==> config.mk <==
export PLATFORM = sky130hd
export DESIGN_NAME = oamr_top
export DESIGN_NICKNAME = d
export VERILOG_FILES = /design/src/rtl/oamr_pkg.sv /design/src/rtl/oamr_ptr_pick.sv /design/src/rtl/oamr_idx_add.sv /design/src/rtl/oamr_dir_map.sv /design/src/rtl/oamr_top.sv
export SDC_FILE = /design/constraint.sdc
export NUM_CORES = 1
export LEC_CHECK = 0
export ABC_AREA = 1
export BUFFER_PORTS_ARGS = -buffer_cell sky130_fd_sc_hd__buf_2
export CORE_MARGIN = 2
export CORE_UTILIZATION = 42
export CTS_CLUSTER_DIAMETER = 60
export CTS_CLUSTER_SIZE = 40
export DETAILED_ROUTE_END_ITERATION = 16
export PLACE_DENSITY = 0.81
export REMOVE_ABC_BUFFERS = 1
export SLEW_MARGIN = 20
export SYNTH_ARGS = -nofsm -noshare
export SYNTH_HDL_FRONTEND = slang
export SYNTH_SLANG_ARGS = --single-unit
==> constraint.sdc <==
create_clock -name clk -period 0.9 [get_ports clk]
set_input_delay 0.18 -clock clk [delete_from_list [all_inputs] [get_ports clk]]
set_output_delay 0.18 -clock clk [all_outputs]
set_load 0.03 [all_outputs]
==> src/rtl/oamr_pkg.sv <==
package oamr_pkg;

  typedef enum logic [2:0] {
    AM_IMM      = 3'd0,
    AM_REG      = 3'd1,
    AM_DIR      = 3'd2,
    AM_IND      = 3'd3,
    AM_IDX_DPTR = 3'd4,
    AM_IDX_PC   = 3'd5,
    AM_XD_DPTR  = 3'd6,
    AM_XD_RI    = 3'd7
  } amode_e;

  typedef enum logic [1:0] {
    SP_IRAM  = 2'd0,
    SP_SFR   = 2'd1,
    SP_CODE  = 2'd2,
    SP_XDATA = 2'd3
  } space_e;

endpackage

==> src/rtl/oamr_ptr_pick.sv <==
module oamr_ptr_pick #(
  parameter int NREG    = 8,
  parameter int DATA_W  = 8,
  parameter int PTR_CNT = 2,
  localparam int RIDX_W = $clog2(NREG)
) (
  input  logic [NREG*DATA_W-1:0] regs_i,
  input  logic [RIDX_W-1:0]      idx_i,
  output logic [DATA_W-1:0]      val_o,
  output logic                   legal_o
);

  logic [DATA_W-1:0] bank [NREG];

  for (genvar g = 0; g < NREG; g++) begin : g_unpack
    assign bank[g] = regs_i[g*DATA_W +: DATA_W];
  end

  function automatic logic ptr_ok(input logic [RIDX_W-1:0] idx);
    return (int'(idx) < PTR_CNT);
  endfunction

  assign val_o   = bank[idx_i];
  assign legal_o = ptr_ok(idx_i);

endmodule

==> src/rtl/oamr_idx_add.sv <==
module oamr_idx_add #(
  parameter int DATA_W = 8,
  parameter int ADDR_W = 16
) (
  input  logic [DATA_W-1:0] acc_i,
  input  logic [ADDR_W-1:0] base_i,
  output logic [ADDR_W-1:0] sum_o
);

  function automatic logic [ADDR_W-1:0] wrap_add(input logic [DATA_W-1:0] a,
                                                 input logic [ADDR_W-1:0] b);
    logic [ADDR_W:0] full;
    full = {1'b0, b} + {{(ADDR_W+1-DATA_W){1'b0}}, a};
    return full[ADDR_W-1:0];
  endfunction

  assign sum_o = wrap_add(acc_i, base_i);

endmodule

==> src/rtl/oamr_dir_map.sv <==
module oamr_dir_map #(
  parameter int DIR_W  = 8,
  parameter int ADDR_W = 16
) (
  input  logic [DIR_W-1:0]  field_i,
  output logic [ADDR_W-1:0] addr_o,
  output logic              is_sfr_o
);

  assign addr_o   = {{(ADDR_W-DIR_W){1'b0}}, field_i};
  assign is_sfr_o = field_i[DIR_W-1];

endmodule

==> src/rtl/oamr_top.sv <==
module oamr_top #(
  parameter int NREG    = 8,
  parameter int DATA_W  = 8,
  parameter int ADDR_W  = 16,
  parameter int DIR_W   = 8,
  parameter int PTR_CNT = 2
) (
  input  logic                   clk,
  input  logic                   rst_n,
  input  logic                   in_valid_i,
  input  logic [2:0]             mode_i,
  input  logic [ADDR_W-1:0]      operand_i,
  input  logic [NREG*DATA_W-1:0] regs_i,
  input  logic [DATA_W-1:0]      acc_i,
  input  logic [ADDR_W-1:0]      dptr_i,
  input  logic [ADDR_W-1:0]      pc_i,
  output logic                   out_valid_o,
  output logic [ADDR_W-1:0]      ea_o,
  output logic [1:0]             space_o,
  output logic                   imm_o,
  output logic                   illegal_o
);
  import oamr_pkg::*;

  localparam int RIDX_W = $clog2(NREG);

  logic [DATA_W-1:0] ptr_val_w;
  logic              ptr_legal_w;
  logic [ADDR_W-1:0] idx_base_w;
  logic [ADDR_W-1:0] idx_sum_w;
  logic [ADDR_W-1:0] dir_addr_w;
  logic              dir_is_sfr_w;

  logic [ADDR_W-1:0] n_ea;
  space_e            n_sp;
  logic              n_imm;
  logic              n_ill;

  oamr_ptr_pick #(
    .NREG(NREG), .DATA_W(DATA_W), .PTR_CNT(PTR_CNT)
  ) u_ptr (
    .regs_i (regs_i),
    .idx_i  (operand_i[RIDX_W-1:0]),
    .val_o  (ptr_val_w),
    .legal_o(ptr_legal_w)
  );

  assign idx_base_w = (mode_i == AM_IDX_PC) ? pc_i : dptr_i;

  oamr_idx_add #(.DATA_W(DATA_W), .ADDR_W(ADDR_W)) u_add (
    .acc_i (acc_i),
    .base_i(idx_base_w),
    .sum_o (idx_sum_w)
  );

  oamr_dir_map #(.DIR_W(DIR_W), .ADDR_W(ADDR_W)) u_dir (
    .field_i (operand_i[DIR_W-1:0]),
    .addr_o  (dir_addr_w),
    .is_sfr_o(dir_is_sfr_w)
  );

  always_comb begin
    n_ea  = '0;
    n_sp  = SP_IRAM;
    n_imm = 1'b0;
    n_ill = 1'b0;
    case (mode_i)
      AM_IMM: begin
        n_ea  = operand_i;
        n_imm = 1'b1;
      end
      AM_REG: n_ea = ADDR_W'(operand_i[RIDX_W-1:0]);
      AM_DIR: begin
        n_ea = dir_addr_w;
        n_sp = dir_is_sfr_w ? SP_SFR : SP_IRAM;
      end
      AM_IND: begin
        if (ptr_legal_w) n_ea = ADDR_W'(ptr_val_w);
        else             n_ill = 1'b1;
      end
      AM_IDX_DPTR, AM_IDX_PC: begin
        n_ea = idx_sum_w;
        n_sp = SP_CODE;
      end
      AM_XD_DPTR: begin
        n_ea = dptr_i;
        n_sp = SP_XDATA;
      end
      default: begin
        if (ptr_legal_w) begin
          n_ea = ADDR_W'(ptr_val_w);
          n_sp = SP_XDATA;
        end else begin
          n_ill = 1'b1;
        end
      end
    endcase
  end

  always_ff @(posedge clk or negedge rst_n) begin
    if (!rst_n) begin
      out_valid_o <= 1'b0;
      ea_o        <= '0;
      space_o     <= 2'd0;
      imm_o       <= 1'b0;
      illegal_o   <= 1'b0;
    end else begin
      out_valid_o <= in_valid_i;
      if (in_valid_i) begin
        ea_o      <= n_ea;
        space_o   <= n_sp;
        imm_o     <= n_imm;
        illegal_o <= n_ill;
      end
    end
  end

endmodule

==> out/metrics.yaml <==
layout_min_cycle_time_ps: 2018
status: "finished, violations left"
max_cap_violations: 0
antennaDiodeCount: 0
crit_required_ps: 1050
dieArea_sq_mm: 0.005618
layout_setup_ws_ps: -1118
tightest_slew_ps: 458.9
fin_setup_tns_ps: -16230
ys.warnings.count: 0
portBuffers: 98
viasPerCell: 5.298
end_kind: "flip-flop"
syn-cell-area_sq_mm: 0.002115
cp-start-kind: "input port"
cts_tree: "yes"
clock_latency_ps: 260
nets: 649
critPathCapture: "ea_o[11]"
core.rowCount: 25
clock_path_buffers: 2
p_per_area_mw_per_mm2: 1045
finalCritPeriodShare_pct: 224.2
yosysSeqAreaShare_pct: 24.85
vias: 3057
hold_class: "input port to flip-flop"
antenna_found_initial: 0
grt_pass1_vias: 2782
ant_nets: 0
p_sw_share_pct: 39.04
failed_checks: "negative setup slack"
p_leak_uw: 0.002071
timing.fmax_mhz: 495.6
die_h_microns: 74.96
clock-skew-final_ps: 0
drv_slew: 0
power_frac_comb_pct: 57.2
grt_max_degree: 22
switchingPower_uw: 1576
fin_cells: 577
routed_wl_mm: 8.612
crit_cells: 18
synth_cells: 336
drc: 0
place_congestion: 0.9646
r2r-end: "ea_o[1]"
timing.slew.headroom_pct: 69.41
critical_path_buf_inv_count: 3
layout-drive-gt1-share_pct: 54.31
wl_per_cell_microns: 14.93
io_pins: 147
finalSetupViolCount: 38
drt-initial-drc-count: 301
firstDrtPassIters: 5
numCtsBuffers: 3
hold_viol: 0
slowest_delay_ps: 330
rsz0062_at_grt: "yes"
ys_ff_latch: 21
path_cells: "buf_8, inv_6, nand3_4, buf_6, mux2_4, ha_4, nand2_1, nand2_1, a21oi_4, nand2_4, nand2_4, nand2_4, nand2_2, nand2_2, nand3_2, nand3_2, nand2_1, nand2_1"
area_growth_pct: 82.72
grt_pass1_wl_mm: 12.21
placed_cells: 547
path_class: "input port to flip-flop"
cpMostUsedCell: "nand2_1"
cp_top_family: "simple AND/OR/NAND/NOR gates"
path_clk_slew_ps: 70
grt-ovfl-total: 0
initial_utilization_pct: 44.18
die_w_microns: 74.96
cts.sinks: 21
slowest_stage: "mux2_4"
p_int_uw: 2462
cp.arrival_ps: 2170
fill_cells: 305
track_usage_pct: 27.44
htreeDepth: 1
p_seq_share_pct: 27.9
core_area_sq_mm: 0.004786
crit_start: "mode_i[1]"
cp_max_fo: 7
irDropWorstVdd_mv: 0.5174
ys_types: 34
r2r_cells: 3
pwr-share-clk_pct: 14.9
hpwl_mm: 5.787
r2r_slack_ps: -30
power.total_uw: 4038
avgSynthCellArea_sq_um: 6.293
reg2reg_from: "ea_o[1]"
root_buffer: "clkbuf_8"
registers in the layout, summed over array words and instances, names as in the netlist:
name / flops
ea_o: 16
illegal_o: 1
imm_o: 1
out_valid_o: 1
space_o: 2
worst min path at each step:
stage                    start          end  slack (ps)  cells after the start
finish              in_valid_i  out_valid_o         240                      2
global route        in_valid_i  out_valid_o         250                      2
CTS                 in_valid_i  out_valid_o         220                      2
detailed placement       rst_n      ea_o[4]         150                      1
global placement         rst_n      ea_o[3]         150                      1
floorplan                rst_n      ea_o[0]        -120                      0
Yosys cell counts:
| cell type | count | area (sq um) |
|---|---|---|
| and2_1 | 1 | 6.260 |
| o21ai_0 | 24 | 120.1 |
| o21ai_1 | 1 | 5.000 |
| nor2_1 | 32 | 120.1 |
| or2_2 | 2 | 12.51 |
| ha_1 | 11 | 137.6 |
| a221oi_1 | 1 | 8.760 |
| nor3_2 | 1 | 10.01 |
| nand3_4 | 1 | 17.52 |
| nor2_2 | 3 | 18.77 |
| a22o_1 | 3 | 26.28 |
| buf_8 | 1 | 15.01 |
| inv_1 | 32 | 120.1 |
| nand2_2 | 8 | 50.05 |
| a22oi_1 | 5 | 37.54 |
| o31ai_1 | 1 | 7.510 |
| buf_2 | 3 | 15.01 |
| a211oi_1 | 1 | 7.510 |
| nand2_1 | 112 | 420.4 |
| buf_4 | 3 | 22.52 |
| dfrtp_1 | 21 | 525.5 |
| o21a_1 | 1 | 7.510 |
| nand4_1 | 10 | 62.56 |
| xor2_1 | 1 | 8.760 |
| nor2_4 | 1 | 11.26 |
| inv_2 | 3 | 11.26 |
| nand3_2 | 1 | 10.01 |
| mux2_2 | 4 | 45.04 |
| o21ai_2 | 1 | 8.760 |
| a21oi_1 | 12 | 60.06 |
| nor3_1 | 5 | 25.02 |
| fa_1 | 1 | 20.02 |
| clkbuf_1 | 4 | 15.01 |
| nand3_1 | 25 | 125.1 |
cells in the final DEF (no fill, tap or decap), drive strengths merged, types with 2 or more instances in the layout:
| cell type | Yosys | routed |
|---|---|---|
| a21oi | 12 | 12 |
| a22o | 3 | 3 |
| a22oi | 5 | 5 |
| buf | 7 | 180 |
| clkbuf | 4 | 4 |
| dfrtp | 21 | 21 |
| ha | 11 | 11 |
| inv | 35 | 35 |
| mux2 | 4 | 4 |
| nand2 | 120 | 120 |
| nand3 | 27 | 27 |
| nand4 | 10 | 10 |
| nor2 | 36 | 36 |
| nor3 | 6 | 6 |
| o21ai | 26 | 26 |
| or2 | 2 | 2 |
area by class of cell:
cell class                      count  area (sq um)  area share [%]
Clock buffer                        4         45.04           1.166
Inverter                           35         136.4           3.530
Multi-Input combinational cell    269          1780           46.08
Sequential cell                    21         525.5           13.60
Tap cell                           67         83.83           2.170
Timing Repair Buffer              181          1292           33.45
timing repair:
item / in CTS / in global routing
buffers inserted: 17 / 9
hold buffers: 1 / 0
pin swaps: 23 / 38
endpoints found under the hold margin: 21 / 0
resized for setup: 90 / 62
setup endpoints to repair: 40 / 38
power by group through the flow:
stage	sequential (uW)	combinational, uW	clock (uW)
floorplan	1330	613	0
global placement	1120	1550	0
detailed placement	1120	1570	0
CTS	1120	1960	603
global route	1140	2480	627
finish	1130	2310	602
cell families after synthesis:
family	after synthesis	share of synthesized area [%]
simple gates	202	42.07
compound gates	50	13.67
buf+inv	46	9.408
flops	21	24.85
fa+ha+maj	12	7.456
mux	4	2.130
xor+xnor	1	0.4143
metrics by stage:
stage	hold WS (ps)	cell area (sq um)	worst slack [ps]	util, %
final	236.3	3864	-1118	80.73
after global placement	150.6	3062	-1452	63.97
after floorplan	-115.6	2047	-1346	-
after detailed placement	153.3	3062	-1511	63.97
after CTS	221.3	3557	-1069	74.33
after global routing	246.0	3864	-1237	80.73
layer usage:
layer / track usage (%) / up-vias / part of all wire, %
met1: 36.84 / 1416 / 40
met2: 48.54 / 162 / 50
li1: - / 1444 / -
met3: 0.8032 / 35 / 6.9
met4: 7.143 / 0 / 3.1
met5: 0 / - / 0
Note: power is estimated with default switching activity, not from simulation.
